$ cat config.mk
export PLATFORM = sky130hd
export DESIGN_NAME = sram_xfer_splitter
export DESIGN_NICKNAME = d
export VERILOG_FILES = /design/src/rtl/sram_xfer_splitter.sv
export SDC_FILE = /design/constraint.sdc
export NUM_CORES = 1
export LEC_CHECK = 0
export BUFFER_PORTS_ARGS = -buffer_cell sky130_fd_sc_hd__buf_2
export CORE_UTILIZATION = 50
export DETAILED_ROUTE_END_ITERATION = 12
export GPL_ROUTABILITY_DRIVEN = 0
export HOLD_SLACK_MARGIN = 0.05
export PLACE_DENSITY = 0.81
export SYNTH_ARGS = -nofsm -noshare
export SYNTH_HDL_FRONTEND = slang
export SYNTH_SLANG_ARGS = --single-unit
$ cat constraint.sdc
create_clock -name clk -period 2.8 [get_ports clk]
set_input_delay 0.28 -clock clk [delete_from_list [all_inputs] [get_ports clk]]
set_output_delay 0.28 -clock clk [all_outputs]
set_load 0.02 [all_outputs]
$ cat src/rtl/sram_xfer_splitter.sv
module sram_xfer_splitter #(
  parameter int ADDR_W = 17,
  parameter int LEN_W  = 18,
  parameter int CHIP_W = 15,
  parameter int DATA_W = 8
) (
  input  logic              clk,
  input  logic              rst_n,
  input  logic [1:0]        layout,
  input  logic              req_valid,
  output logic              req_ready,
  input  logic [ADDR_W-1:0] req_addr,
  input  logic [LEN_W-1:0]  req_len,
  input  logic              req_write,
  input  logic              wdata_valid,
  output logic              wdata_ready,
  input  logic [DATA_W-1:0] wdata,
  output logic              cmd_valid,
  input  logic              cmd_ready,
  output logic              cmd_write,
  output logic [ADDR_W-CHIP_W-1:0] cmd_bank,
  output logic [CHIP_W-1:0] cmd_ofs,
  output logic [DATA_W-1:0] cmd_wdata,
  output logic              cmd_first,
  output logic              cmd_last,
  input  logic              rsp_valid,
  output logic              rsp_ready,
  input  logic [DATA_W-1:0] rsp_data,
  output logic              rd_valid,
  input  logic              rd_ready,
  output logic [DATA_W-1:0] rd_data,
  output logic              done
);
  localparam int BANK_W = ADDR_W - CHIP_W;
  localparam logic [1:0] LAY_64K  = 2'd1;
  localparam logic [1:0] LAY_128K = 2'd2;

  typedef enum logic [1:0] {S_IDLE, S_CMD, S_RSP} st_t;

  st_t               st;
  logic [ADDR_W-1:0] addr_q;
  logic [LEN_W-1:0]  rem_q;
  logic              wr_q;
  logic [1:0]        lay_q;
  logic              first_q;
  logic              done_q;

  wire req_fire   = req_valid & req_ready;
  wire cmd_fire   = cmd_valid & cmd_ready;
  wire rsp_fire   = rsp_valid & rsp_ready;
  wire step       = (cmd_fire & wr_q) | rsp_fire;
  wire final_byte = (rem_q == LEN_W'(1));

  assign req_ready   = (st == S_IDLE);
  assign cmd_valid   = (st == S_CMD) && (!wr_q || wdata_valid);
  assign wdata_ready = (st == S_CMD) && wr_q && cmd_ready;
  assign rsp_ready   = (st == S_RSP) && rd_ready;
  assign rd_valid    = (st == S_RSP) && rsp_valid;
  assign rd_data     = rsp_data;
  assign cmd_write   = wr_q;
  assign cmd_wdata   = wdata;
  assign cmd_ofs     = addr_q[CHIP_W-1:0];
  assign cmd_first   = first_q | (cmd_ofs == '0);
  assign cmd_last    = final_byte | (&cmd_ofs);
  assign done        = done_q;

  always_comb begin
    unique case (lay_q)
      LAY_128K: cmd_bank = addr_q[ADDR_W-1:CHIP_W];
      LAY_64K:  cmd_bank = addr_q[CHIP_W] ? BANK_W'(1) : BANK_W'(2);
      default:  cmd_bank = '0;
    endcase
  end

  always_ff @(posedge clk) begin
    if (!rst_n) begin
      st      <= S_IDLE;
      addr_q  <= '0;
      rem_q   <= '0;
      wr_q    <= 1'b0;
      lay_q   <= '0;
      first_q <= 1'b0;
      done_q  <= 1'b0;
    end else begin
      done_q <= 1'b0;
      if (req_fire) begin
        addr_q  <= req_addr;
        rem_q   <= req_len;
        wr_q    <= req_write;
        lay_q   <= layout;
        first_q <= 1'b1;
        if (req_len == '0) done_q <= 1'b1;
        else               st     <= S_CMD;
      end
      if (cmd_fire) begin
        first_q <= 1'b0;
        if (!wr_q) st <= S_RSP;
      end
      if (step) begin
        if (final_byte) begin
          st     <= S_IDLE;
          done_q <= 1'b1;
        end else begin
          st     <= S_CMD;
          addr_q <= addr_q + ADDR_W'(1);
          rem_q  <= rem_q - LEN_W'(1);
        end
      end
    end
  end

  p_zero_len_r2: assert property (@(posedge clk) disable iff (!rst_n)
    (req_fire && req_len == '0) |=> (done && !cmd_valid));

  p_ofs_step_r6: assert property (@(posedge clk) disable iff (!rst_n)
    (cmd_fire && cmd_write && rem_q > LEN_W'(1)) |=> (cmd_ofs == CHIP_W'($past(cmd_ofs) + CHIP_W'(1))));

  p_chunk_open_r7: assert property (@(posedge clk) disable iff (!rst_n)
    (step && !final_byte && (&cmd_ofs)) |=> cmd_first);

  p_cmd_hold_r8: assert property (@(posedge clk) disable iff (!rst_n)
    (cmd_valid && !cmd_ready && !cmd_write) |=> (cmd_valid && $stable(cmd_ofs) && $stable(cmd_bank)));

  p_one_out_r9: assert property (@(posedge clk) disable iff (!rst_n)
    rd_valid |-> !cmd_valid);

  p_done_idle_r10: assert property (@(posedge clk) disable iff (!rst_n)
    done |-> req_ready);
endmodule

Word level (Yosys, flattened, before mapping)
Index checks and enable logic that the tools add are counted.
{"block": "word_totals", "output_inout_bits": 42, "word_cells": 52, "input_bits": 61, "ff_bits": 42}
{"block": "op_classes", "addsub": 2, "bitwise_logic": 8, "n_eq_ne": 5, "reduce_logical": 12, "n_mux": 18}
{"operator": "$mux 18", "n": 3}
{"operator": "$mux 17", "n": 3}
{"operator": "$eq 18x1->1 const B", "n": 1}
{"operator": "$logic_not 18->1", "n": 1}
{"operator": "$sub 18x1->18 const B", "n": 1}
{"operator": "$add 17x1->17 const B", "n": 1}
{"operator": "$logic_not 15->1", "n": 1}
{"operator": "$reduce_and 15->1", "n": 1}
{"operator": "$mux 2", "n": 6}
{"operator": "$logic_and 1x1->1", "n": 5}
{"operator": "$mux 1", "n": 5}
{"operator": "$and 1x1->1", "n": 4}
{"operator": "$eq 2x1->1 const B", "n": 2}
{"operator": "$eq 2x2->1 const B", "n": 2}
{"operator": "$pmux 2 s2", "n": 1}
{"operator": "$or 1x1->1", "n": 3}
{"operator": "$logic_not 2->1", "n": 1}
{"operator": "$reduce_or 2->1", "n": 1}
{"operator": "$logic_not 1->1", "n": 1}
{"operator": "$logic_or 1x1->1", "n": 1}
{"operator": "$not 1->1", "n": 1}

Longest topological paths before layout
Gate-level depths: netlist (run 1).
{"block": "logic_depth", "word_depth": 7, "mapped_depth": 9, "mapped_depth_nobuf": 7}

Least setup slack after synthesis (run 1)
Ideal clock, no wire load.
{"block": "synth_timing", "path_type": "register to register", "startpoint": "register wr_q (netlist: cmd_write)", "endpoint": "register rem_q[10]", "arrival_time_ps": 1942, "path_slack_ps": 767, "path_stages_with_launch": 8, "synth_period_minus_slack_ps": 2033, "n_path_buf": 1, "required_ps": 2709, "setup_ps": 91, "path_cell_list": "dfxtp_1 > nand4b_1 > inv_1 > a21boi_0 > a21oi_1 > clkbuf_1 > o21ai_0 > a311oi_1"}
{"block": "synth_via", "elab_chain_cells": 7}
{"item": "start, declared", "line": "43", "source": "logic wr_q;"}
{"item": "start signal, assigned", "line": "89", "source": "wr_q <= req_write;"}
{"item": "$logic_not 1->1"}
{"item": "$logic_or 1x1->1", "line": "55", "source": "assign cmd_valid = (st == S_CMD) && (!wr_q || wdata_valid);"}
{"item": "$logic_and 1x1->1", "line": "55"}
{"item": "$and 1x1->1", "line": "49", "source": "wire cmd_fire = cmd_valid & cmd_ready;"}
{"item": "$and 1x1->1 *", "line": "51", "source": "wire step = (cmd_fire & wr_q) | rsp_fire;"}
{"item": "$or 1x1->1 *", "line": "51"}
{"item": "$mux 18 *", "line": "99", "source": "if (step) begin"}
{"item": "end signal, assigned", "line": "88", "source": "rem_q <= req_len;"}
{"item": "end signal, assigned", "line": "106", "source": "rem_q <= rem_q - LEN_W'(1);"}
{"item": "end, declared", "line": "42", "source": "logic [LEN_W-1:0] rem_q;"}
Every way passes the cells marked *; elsewhere a longest branch is shown, timed or not.
A chain may end at the register's enable or synchronous reset.

Final worst setup path (run 1)
{"block": "layout_timing", "startpoint": "register rem_q[6]", "endpoint": "register addr_q[2]"}
{"block": "layout_via", "elab_chain_cells": 3}
{"item": "$eq 18x1->1", "line": "52", "source": "wire final_byte = (rem_q == LEN_W'(1));"}
{"item": "$mux 17", "line": "100", "source": "if (final_byte) begin"}
{"item": "$mux 17", "line": "99"}
{"item": "end signal, assigned", "line": "87", "source": "addr_q <= req_addr;"}
{"item": "end signal, assigned", "line": "105", "source": "addr_q <= addr_q + ADDR_W'(1);"}
{"item": "end, declared", "line": "41", "source": "logic [ADDR_W-1:0] addr_q;"}
No other way between the ends.

==> summary.md, run 1 <==
| Metric | Value |
|---|---|
| Clock Tree Buf Depth | 2 |
| CP Launch Point | rem_q[6] |
| Critical Path Start Type | register |
| RSZ-0062 raised after global routing | no |
| Peak Freq | 397.1 MHz |
| 1st-pass router iterations | 5 |
| Final HPWL DP | 5476 um |
| VDD IR max | 417.5 uV |
| Critical path class | register to register |
| Starting Density | 52.01% |
| Initial antenna violation count | 0 |
| Fin cells | 480 |
| Hold crit path type | input pin to register |
| CTS tree | yes |
| Port Buffers | 70 |
| Vias in the first global route | 2635 |
| Slowest-stage cell, CP | nor4_1 |
| CP Data Arrival Time | 2.74 ns |
| Crit end category | register |
| Net Count, Synth | 440 |
| Total number of vias | 3005 |
| Number of max-cap violations | 0 |
| DRT iter0 DRCs | 177 |
| Clock sink count | 42 |
| Antenna viol nets, final | 0 |
| Post-Syn Area per Cell | 7.725 um^2 |
| Share of layout cells above drive strength 1 | 22.79% |
| Post-Place Cells | 472 |
| Yosys top cell area share | 29.18% |
| YS warnings | 0 |
| Post-synthesis cell area | 2882 um^2 |
| Fin. Hold Viols | 0 |
| Post-Route Skew | 0.008323 ns |
| WL per Instance | 15.86 um |
| Hold-fix buffer count after cts | 0 |
| Top FF cell, synth | dfxtp_1 |
| Post-CTS Resized | 0 |
| CP max FO | 19 |
| Fin. max-slew vios | 0 |
| Register area share after synthesis | 29.18% |
| R2r endpoint | addr_q[2] |
| TNS Setup | 0 ns |
| Core Area | 5540 um^2 |
| Setup crit end | addr_q[2] |
| Clock slew at reported path FFs | 0.09 ns |
| Largest net degree at the start of global routing | 31 |
| Rel. slew slack | 56.75% |
| Post-layout minimum cycle time | 2.518 ns |
| Number of cell rows | 27 |
| Vias/cell | 6.260 |
| Status | finished clean |
| Part of the cycle the worst path needs | 89.94% |
| Cell accounting for the most synthesized area | dfxtp_1 |
| Tightest Pin Transition | 0.6487 ns |
| CP max stage delay | 0.58 ns |
| # diodes | 0 |
| Mapped Cells | 373 |
| Leakage | 0.001274 uW |
| Setup Buffers After CTS | 0 |
| Skew-Pair Late Insertion Delay | 0.30 ns |
| Register bit count reported by yosys | 42 |
| Critical Path RT | 3.03 ns |
| Die area | 6071 um^2 |
| Layout area overhead | 10.86% |
| First-pass GRT wire length | 12360 um |
| Nets | 474 |
| R2R setup slack | 0.28 ns |
| Root Buffer | clkbuf_8 |
| Grt ovf | 0 |
| EDFF count, synth | 0 |
| Final setup viols | 0 |
| Top Ports | 103 |
| Largest cells by area after synthesis | dfxtp_1 (29%), buf_4 (8.3%), nand2_1 (6.1%) |
| Cell Chain, Critical Path | nor4_1 -> nand4_1 -> o21ai_4 -> buf_4 -> nand3_1 -> a31oi_1 |
| Cell depth of the worst flop-to-flop path | 6 |
| DRC Markers | 0 |
| Htree depth | 2 |
| Power density cells | 578.5 nW/um^2 |
| Worst reg2reg path startpoint | rem_q[6] |
| Chip height | 77.92 um |
| Total track usage | 25.52% |
| Asr flop ratio synth | 0% |
| Wirelength, routed | 7613 um |
| CTS Buf Count | 5 |
| Yosys cell types | 56 |
| Chip Width | 77.92 um |
| Min-delay src | req_addr[9] |
-- worst min-delay path by stage --
stage | slack (ns) | depth (start not counted) | to
after detailed placement | 0.46 | 1 | first_q
after global placement | 0.45 | 1 | first_q
final | 0.19 | 2 | addr_q[9]
after floorplan | 0.40 | 2 | addr_q[15]
after global routing | 0.19 | 3 | addr_q[14]
after CTS | 0.20 | 2 | addr_q[9]
-- flip-flops by register name, indices dropped and copies added, names as in the netlist --
name	count
lay_q	2
st	2
rem_q	18
cmd_write	1
addr_q	17
done	1
first_q	1
-- synth_stat cells, types with 11 or more instances --
cell type,count
a21oi_1,22
a31oi_1,12
a32oi_1,11
buf_4,32
clkbuf_1,13
dfxtp_1,42
inv_1,15
nand2_1,47
nand3_1,18
nor2_1,13
nor3_1,11
nor4_1,11
o21ai_0,13
or3_1,15
-- final cells by class --
| type | count | area, um^2 |
|---|---|---|
| fillers | 521 | 2346 |
| repair buffers | 77 | 402.9 |
| clock buffers | 6 | 82.58 |
| flip-flops and latches | 42 | 840.8 |
| well taps | 72 | 90.09 |
| inverters | 16 | 60.06 |
| clock inverters | 2 | 60.06 |
| multi-input cells | 265 | 1658 |
-- layer usage --
layer / part of all wire (%) / routed length [um] / global-route usage (%) / vias up
li1: - / - / - / 1455
met1: 42 / 3229 / 33.10 / 1409
met2: 49 / 3707 / 43.27 / 130
met3: 7.8 / 593 / 4.000 / 11
met4: 1.1 / 82 / 7.778 / 0
met5: 0 / 0 / 0 / -
-- metrics by stage --
step                      setup slack (ns)  hold WS (ns)  cell area (um^2)  utilization, %  total power [uW]
after floorplan                     0.7667        0.3970              2882               -              1150
after global placement              0.4715        0.4510              3052           55.08              1237
after CTS                           0.3431        0.1953              3194           57.66              1849
final                               0.2817        0.1943              3194           57.66              1848
after global routing                0.1343        0.1903              3194           57.66              1940
after detailed placement            0.3634        0.4563              3052           55.08              1251
-- cells by family (layout without fill, tap and decap cells) --
logic type               count (synthesis)  in the layout  synth area share (%)
AO/OA/AOI/OAI                          108            108                 26.92
XOR/XNOR                                 1              1                0.3040
adder cells (fa/ha/maj)                  6              6                 2.605
buffers and inverters                   66            101                 13.29
flip-flops                              42             42                 29.18
AND/OR/NAND/NOR                        150            150                 27.70
-- worst max-delay path: cells and delay by family, from the launching register on --
family | cells | cell delay (ns)
AND/OR/NAND/NOR | 3 | 1.08
flip-flops | 1 | 0.34
AO/OA/AOI/OAI | 2 | 0.72
buffers and inverters | 1 | 0.29
-- placed cells by master (no fill, tap or decap), types with 2 or more instances in the layout --
master	n
dfxtp_1	42
nand4b_1	2
and3b_1	2
nor3_1	11
o41ai_1	2
o31ai_1	2
o211a_1	2
nand4_1	5
a21oi_1	22
clkbuf_8	6
a22oi_1	6
nand3_1	18
nand2_1	47
a311oi_1	2
nor4_1	11
o31a_1	4
o211ai_1	7
or4_1	7
inv_1	15
and2_1	2
buf_2	70
buf_4	7
o311ai_0	2
o21a_1	5
a31oi_1	12
bufinv_16	2
a32oi_1	11
nor2_1	13
ha_1	6
and3_1	5
or3_1	15
o21ai_0	13
a21boi_0	2
nand2b_1	3
and4_1	2
a221o_1	5
-- power breakdown --
part / switching, uW / internal (uW)
sequential: 80.4 / 656
clock: 218 / 380
combinational: 321 / 192
No activity file was read; power rests on OpenSTA's default activity.
==> inputs of run 2 (changes only) <==
--- a/config.mk
+++ b/config.mk
@@ -6,6 +6,7 @@
 export NUM_CORES = 1
 export LEC_CHECK = 0
 export BUFFER_PORTS_ARGS = -buffer_cell sky130_fd_sc_hd__buf_2
+export CORE_MARGIN = 2
 export CORE_UTILIZATION = 50
 export DETAILED_ROUTE_END_ITERATION = 12
 export GPL_ROUTABILITY_DRIVEN = 0
==> constraint.sdc (replaced) <==
create_clock -name clk -period 2.5 [get_ports clk]
set_input_delay 0.25 -clock clk [delete_from_list [all_inputs] [get_ports clk]]
set_output_delay 0.25 -clock clk [all_outputs]
set_load 0.02 [all_outputs]
==> run 2 against run 1 <==
  * Count of clock-buffer cells in the layout grew 2
  * Global-route usage hardly changed
  * Non-clock buffer count grew 5
  * Clock power down 12%
  * Critical endpoint is now cmd_last
  * Worst setup slack got worse by 0.11 ns
  * Register-to-register slack lost 0.07 ns
==> summary.md, run 2 (synthesis gave the netlist of run 1 again) <==
| Metric | Value |
|---|---|
| Nets | 479 (+1.1%) |
| TNS Setup | 0 ns (unchanged) |
| DRT iter0 DRCs | 244 (+38%) |
| Post-layout minimum cycle time | 2.327 ns |
| Final HPWL DP | 5786 um (+5.7%) |
| Worst setup margin | 0.1728 ns (-0.1089 ns) |
| Port Buffers | 70 (unchanged) |
| Hold crit path type | input pin to register |
| Starting Density | 52.01% (unchanged) |
| # diodes | 0 (unchanged) |
| Critical Path RT | 2.25 ns (-0.78 ns) |
| Initial antenna violation count | 0 (unchanged) |
| Htree depth | 2 (unchanged) |
| 1st-pass router iterations | 5 (unchanged) |
| CP Data Arrival Time | 2.08 ns (-0.66 ns) |
| CTS tree | yes |
| First-pass GRT wire length | 13040 um (+5.5%) |
| Rel. slew slack | 63.23% (+6.5 points) |
| Core Area | 5540 um^2 (unchanged) |
| Fin. Hold Viols | 0 (unchanged) |
| Cell Chain, Critical Path | or3_4 -> nor4_2 -> nand2_1 -> o21ai_1 -> buf_2 |
| GRT busiest layer | met2 |
| Number of cell rows | 27 (unchanged) |
| M3 GR Usage | 3.846% (-0.15 points) |
| Largest register by flop count | rem_q |
| Clock Tree Buf Depth | 2 (unchanged) |
| Final setup viols | 0 (unchanged) |
| RSZ-0062 raised after global routing | no |
| Grt ovf | 0 (unchanged) |
| R2R setup slack | 0.21 ns (-0.07 ns) |
| Wirelength, routed | 8083 um (+6.2%) |
| Met2 GRT Util | 43.33% (+0.059 points) |
| Chip Width | 79.92 um (+2.6%) |
| Critical path class | register to output port |
| Worst path buffer plus inverter count | 1 (unchanged) |
| Skew-Pair Late Insertion Delay | 0.30 ns (about the same) |
| Die area | 6386 um^2 (+5.2%) |
| Power density cells | 605.7 nW/um^2 (+4.7%) |
| Post-Route Skew | 0.007491 ns (-0.0008321 ns) |
| Share of layout cells above drive strength 1 | 23.73% (+0.93 points) |
| Status | finished clean |
| Crit end category | output port |
| VDD IR max | 293.3 uV (-30%) |
| Vias in the first global route | 2757 (+4.6%) |
| Largest net degree at the start of global routing | 28 (-9.7%) |
| Max FFs per register | 18 (unchanged) |
| Commonest non-fill, non-tap cell in the layout | buf_2 |
| Vias/cell | 6.260 (about the same) |
| Critical Path Start Type | register |
| Top Ports | 103 (unchanged) |
| Peak Freq | 429.7 MHz |
| GR Layer Usage met1 | 32.53% (-0.57 points) |
| Root Buffer | clkbuf_8 |
| Setup Buffers After CTS | 0 (unchanged) |
| CP max FO | 7 (-12) |
| Total track usage | 25.54% (about the same) |
| Tightest Pin Transition | 0.5516 ns (-0.09713 ns) |
| Antenna viol nets, final | 0 (unchanged) |
| Clock sink count | 42 (unchanged) |
| Finished Core Util | 57.97% (+0.32 points) |
| Leakage | 0.001291 uW (+1.3%) |
| Commonest cells after routing, fill and taps aside | buf_2 (70), nand2_1 (47), dfxtp_1 (42) |
| Part of the cycle the worst path needs | 93.09% |
| DRC Markers | 0 (unchanged) |
| WL per Instance | 16.67 um (+5.1%) |
| CTS Buf Count | 5 (unchanged) |
| Layout area overhead | 11.46% |
| Number of max-cap violations | 0 (unchanged) |
| Clock slew at reported path FFs | 0.08 ns (about the same) |
| Total number of vias | 3036 (+1.0%) |
| Pre-CTS setup slack | 0.2278 ns (-0.1356 ns) |
| Delay-heaviest family, CP | simple AND/OR/NAND/NOR gates |
| Chip height | 79.92 um (+2.6%) |
| Slowest-stage cell, CP | or3_4 |
| CP max stage delay | 0.41 ns (-0.17 ns) |
| Regs by FF count | rem_q x18, addr_q x17 |
| Fin. max-slew vios | 0 (unchanged) |
==> run 2: cell count changes in the layout (fill, tap and decap cells not counted) <==
cell       delta
buf_12        +1
o21ai_0       -1
bufinv_16     -2
buf_4         +4
o21ai_1       +1
clkbuf_8      +2
==> run 2: routing by layer <==
| layer | wire, um | share of wire, % |
|---|---|---|
| met5 | 0 | 0 |
| met4 | 163 | 2.0 |
| met3 | 615 | 7.6 |
| met2 | 3957 | 49 |
| met1 | 3346 | 41 |
==> run 2: layout make-up <==
type / count / area (um^2)
Inverter: 16 / 60.06
Multi-Input combinational cell: 265 / 1658
Tap cell: 72 / 90.09
Clock buffer: 8 / 110.1
Fill cell: 534 / 2328
Timing Repair Buffer: 82 / 452.9
Sequential cell: 42 / 840.8
==> run 2: power by group <==
group	leakage [uW]	internal, uW	total (uW)	switching (uW)
Clock	0.0000575	279	526	246
Sequential	0.000345	735	828	93.1
Combinational	0.000889	228	592	364
Total	0.00129	1240	1950	703
==> run 2: worst paths after layout <==
path / from / end / depth (start not counted)
max: rem_q[2] / cmd_last / 5
min reg2reg: first_q / first_q / 1
min: req_addr[15] / addr_q[15] / 3
max reg2reg: rem_q[2] / addr_q[4] / 6
==> run 2: tightest hold or removal path: cells and delay by family <==
| family | cells | cell delay (ns) |
|---|---|---|
| AO/OA/AOI/OAI | 1 | 0.05 |
| buffers and inverters | 1 | 0.09 |
| AND/OR/NAND/NOR | 1 | 0.05 |
==> run 2: what timing repair did <==
action | 4_1_cts | 5_1_grt
endpoints found under the setup margin | 0 | 1
hold buffers | 0 | 0
endpoints found under the hold margin | 0 | 0
resized for setup | 0 | 1
==> run 2: stage by stage <==
step | instance area (um^2) | hold slack [ns] | total power, uW | instances
after detailed placement | 3102 | 0.4721 | 1419 | 477
after floorplan | 2882 | 0.3670 | 1288 | 373
after global routing | 3212 | 0.1665 | 2055 | 485
final | 3212 | 0.1593 | 1945 | 485
after CTS | 3212 | 0.1582 | 1941 | 485
after global placement | 3102 | 0.4565 | 1402 | 477
==> inputs of run 3 (changes only) <==
--- a/config.mk
+++ b/config.mk
@@ -6,6 +6,7 @@
 export NUM_CORES = 1
 export LEC_CHECK = 0
 export BUFFER_PORTS_ARGS = -buffer_cell sky130_fd_sc_hd__buf_2
+export CORE_ASPECT_RATIO = 0.8
 export CORE_MARGIN = 2
 export CORE_UTILIZATION = 50
 export DETAILED_ROUTE_END_ITERATION = 12
==> run 3 against run 2 <==
  * Hold slack worse by 0.0041 ns
  * Clock skew up 0.0055 ns
  * Sequential share of layout area down 0.20 points
  * Global-route usage up 0.13 points
  * Critical path depth unchanged
  * Combinational power up 3%
  * Via count down 0.30%
  * Maximum frequency down 2.5%
  * Die area about the same
  * Largest power group unchanged
  * Cell count up 2.3%
  * Worst setup slack worse by 0.060 ns
==> summary.md, run 3 (synthesis gave the netlist of run 1 again) <==
| Metric | Value |
|---|---|
| Regs by FF count | rem_q x18, addr_q x17 |
| Power density cells | 607.5 nW/um^2 (+0.29%) |
| RSZ-0062 raised after global routing | no |
| Nets | 484 (+1.0%) |
| Placed inst area | 3134 um^2 (+1.0%) |
| Fin. max-slew vios | 0 (unchanged) |
| Largest net degree at the start of global routing | 30 (+7.1%) |
| CP max FO | 5 (-2) |
| Total number of vias | 3027 (-0.30%) |
| Post-Route Skew | 0.01297 ns (+0.005480 ns) |
| Clock slew at reported path FFs | 0.08 ns (about the same) |
| DRC Markers | 0 (unchanged) |
| Number of cell rows | 24 (-11%) |
| VDD IR max | 294.5 uV (+0.41%) |
| Status | finished clean |
| Critical Path RT | 2.25 ns (about the same) |
| Final instance area | 3242 um^2 (+0.93%) |
| Part of the cycle the worst path needs | 95.51% (+2.4 points) |
| Fin cells | 496 (+2.3%) |
| Htree depth | 2 (unchanged) |
| Final HPWL DP | 5876 um (+1.6%) |
| Delay-heaviest family, CP | simple AND/OR/NAND/NOR gates |
| Cell Chain, Critical Path | ha_1 -> nand2_1 -> or4_1 -> o21ai_0 -> buf_2 |
| Chip Width | 88.88 um (+11%) |
| Top Ports | 103 (unchanged) |
| DRT iter0 DRCs | 325 (+33%) |
| CP max stage delay | 0.62 ns (+0.21 ns) |
| CP Data Arrival Time | 2.14 ns (+0.06 ns) |
| Crit end category | output port |
| Fillcell total | 521 (-2.4%) |
| Core Area | 5495 um^2 (-0.81%) |
| Share of layout cells above drive strength 1 | 24.40% (+0.67 points) |
| Critical path class | register to output port |
| Vias in the first global route | 2736 (-0.76%) |
| # diodes | 0 (unchanged) |
| Tightest Pin Transition | 0.5971 ns (+0.04548 ns) |
| Multi-input gate area | 1658 um^2 (unchanged) |
| Worst reg2reg path startpoint | rem_q[2] |
| Skew-Pair Late Insertion Delay | 0.30 ns (about the same) |
| Antenna viol nets, final | 0 (unchanged) |
| TNS Setup | 0 ns (unchanged) |
| Post-layout minimum cycle time | 2.388 ns (+0.06044 ns) |
| WL per Instance | 16.00 um (-4.0%) |
| Commonest cells after routing, fill and taps aside | buf_2 (70), nand2_1 (47), dfxtp_1 (41) |
| Starting Density | 52.44% (+0.43 points) |
| Storage element area | 842.1 um^2 (+0.15%) |
| Max FFs per register | 18 (unchanged) |
| Slowest-stage cell, CP | or4_1 |
| CTS tree | yes |
| Total power | 1969 uW (+1.2%) |
| 1st-pass router iterations | 5 (unchanged) |
| Worst path buffer plus inverter count | 1 (unchanged) |
| Wirelength, routed | 7936 um (-1.8%) |
| Commonest non-fill, non-tap cell in the layout | buf_2 |
| Min-delay src | req_addr[15] |
| Clock sink count | 42 (unchanged) |
| Grt ovf | 0 (unchanged) |
| Hold WS | 0.1552 ns (-0.004053 ns) |
| Rel. slew slack | 60.05% (-3.2 points) |
| Post-Place Cells | 488 (+2.3%) |
| Setup Buffers After CTS | 0 (unchanged) |
| Clock Tree Buf Depth | 2 (unchanged) |
| Vias/cell | 6.103 (-2.5%) |
| First-pass GRT wire length | 12880 um (-1.3%) |
| Hold crit path type | input pin to register |
| Initial antenna violation count | 0 (unchanged) |
| Total track usage | 25.67% (+0.13 points) |
| Fin. Hold Viols | 0 (unchanged) |
| Critical Path Start Type | register |
| Peak Freq | 418.8 MHz (-2.5%) |
| Largest register by flop count | rem_q |
| Final setup viols | 0 (unchanged) |
| Port Buffers | 70 (unchanged) |
| Chip height | 71.90 um (-10%) |
| Die area | 6390 um^2 (about the same) |
| Number of max-cap violations | 0 (unchanged) |
| Leakage | 0.001302 uW (+0.85%) |
| CTS Buf Count | 5 (unchanged) |
| Root Buffer | clkbuf_8 |
| CP Launch Point | addr_q[1] |
| Layout area overhead | 12.51% |
[run 3: where the power goes]
| part | internal (uW) | leakage (uW) | switching, uW |
|---|---|---|---|
| Clock | 299 | 0.0000524 | 236 |
| Sequential | 735 | 0.000345 | 91.9 |
| Combinational | 239 | 0.000905 | 368 |
[run 3: timing repair]
item | CTS | global route
hold buffers | 0 | 0
resized for setup | 0 | 1
endpoints found under the setup margin | 0 | 1
[run 3: worst paths after layout]
path | to | slack, ns | depth (start not counted)
worst min-delay path | addr_q[15] | 0.16 | 3
worst min register to register | lay_q[1] | 0.49 | 2
worst max register to register | addr_q[7] | 0.20 | 6
worst max-delay path | cmd_last | 0.11 | 5
[run 3: worst register-to-register path, cell delays in order, from the launching register on]
cell and delay [ns]:
dfxtp_1 0.37, or3_4 0.41, or4_4 0.53, o21ai_4 0.40, buf_4 0.24, nand3_1 0.08
a31oi_1 0.19
[run 3: per-layer routing]
layer	track usage, %	wire, um	part of all wire [%]
met5	0	0	0
met4	9.428	173	2.2
met3	5.119	710	8.9
met2	37.31	3353	42
met1	37.61	3699	47
[run 3: final cells by class]
| type | count | share of cell area (%) |
|---|---|---|
| Sequential cell | 42 | 25.97 |
| Multi-Input combinational cell | 265 | 51.14 |
| Tap cell | 78 | 3.010 |
| Clock buffer | 7 | 2.354 |
| Inverter | 16 | 1.853 |
| Clock inverter | 1 | 0.9263 |
| Timing Repair Buffer | 87 | 14.74 |
[run 3: per-stage QoR]
step | utilization (%) | worst slack, ns
global route | 58.99 | 0.01597
global placement | 57.04 | 0.3064
finish | 58.99 | 0.1124
detailed placement | 57.04 | 0.2581
CTS | 58.97 | 0.04896
floorplan | - | 0.4667
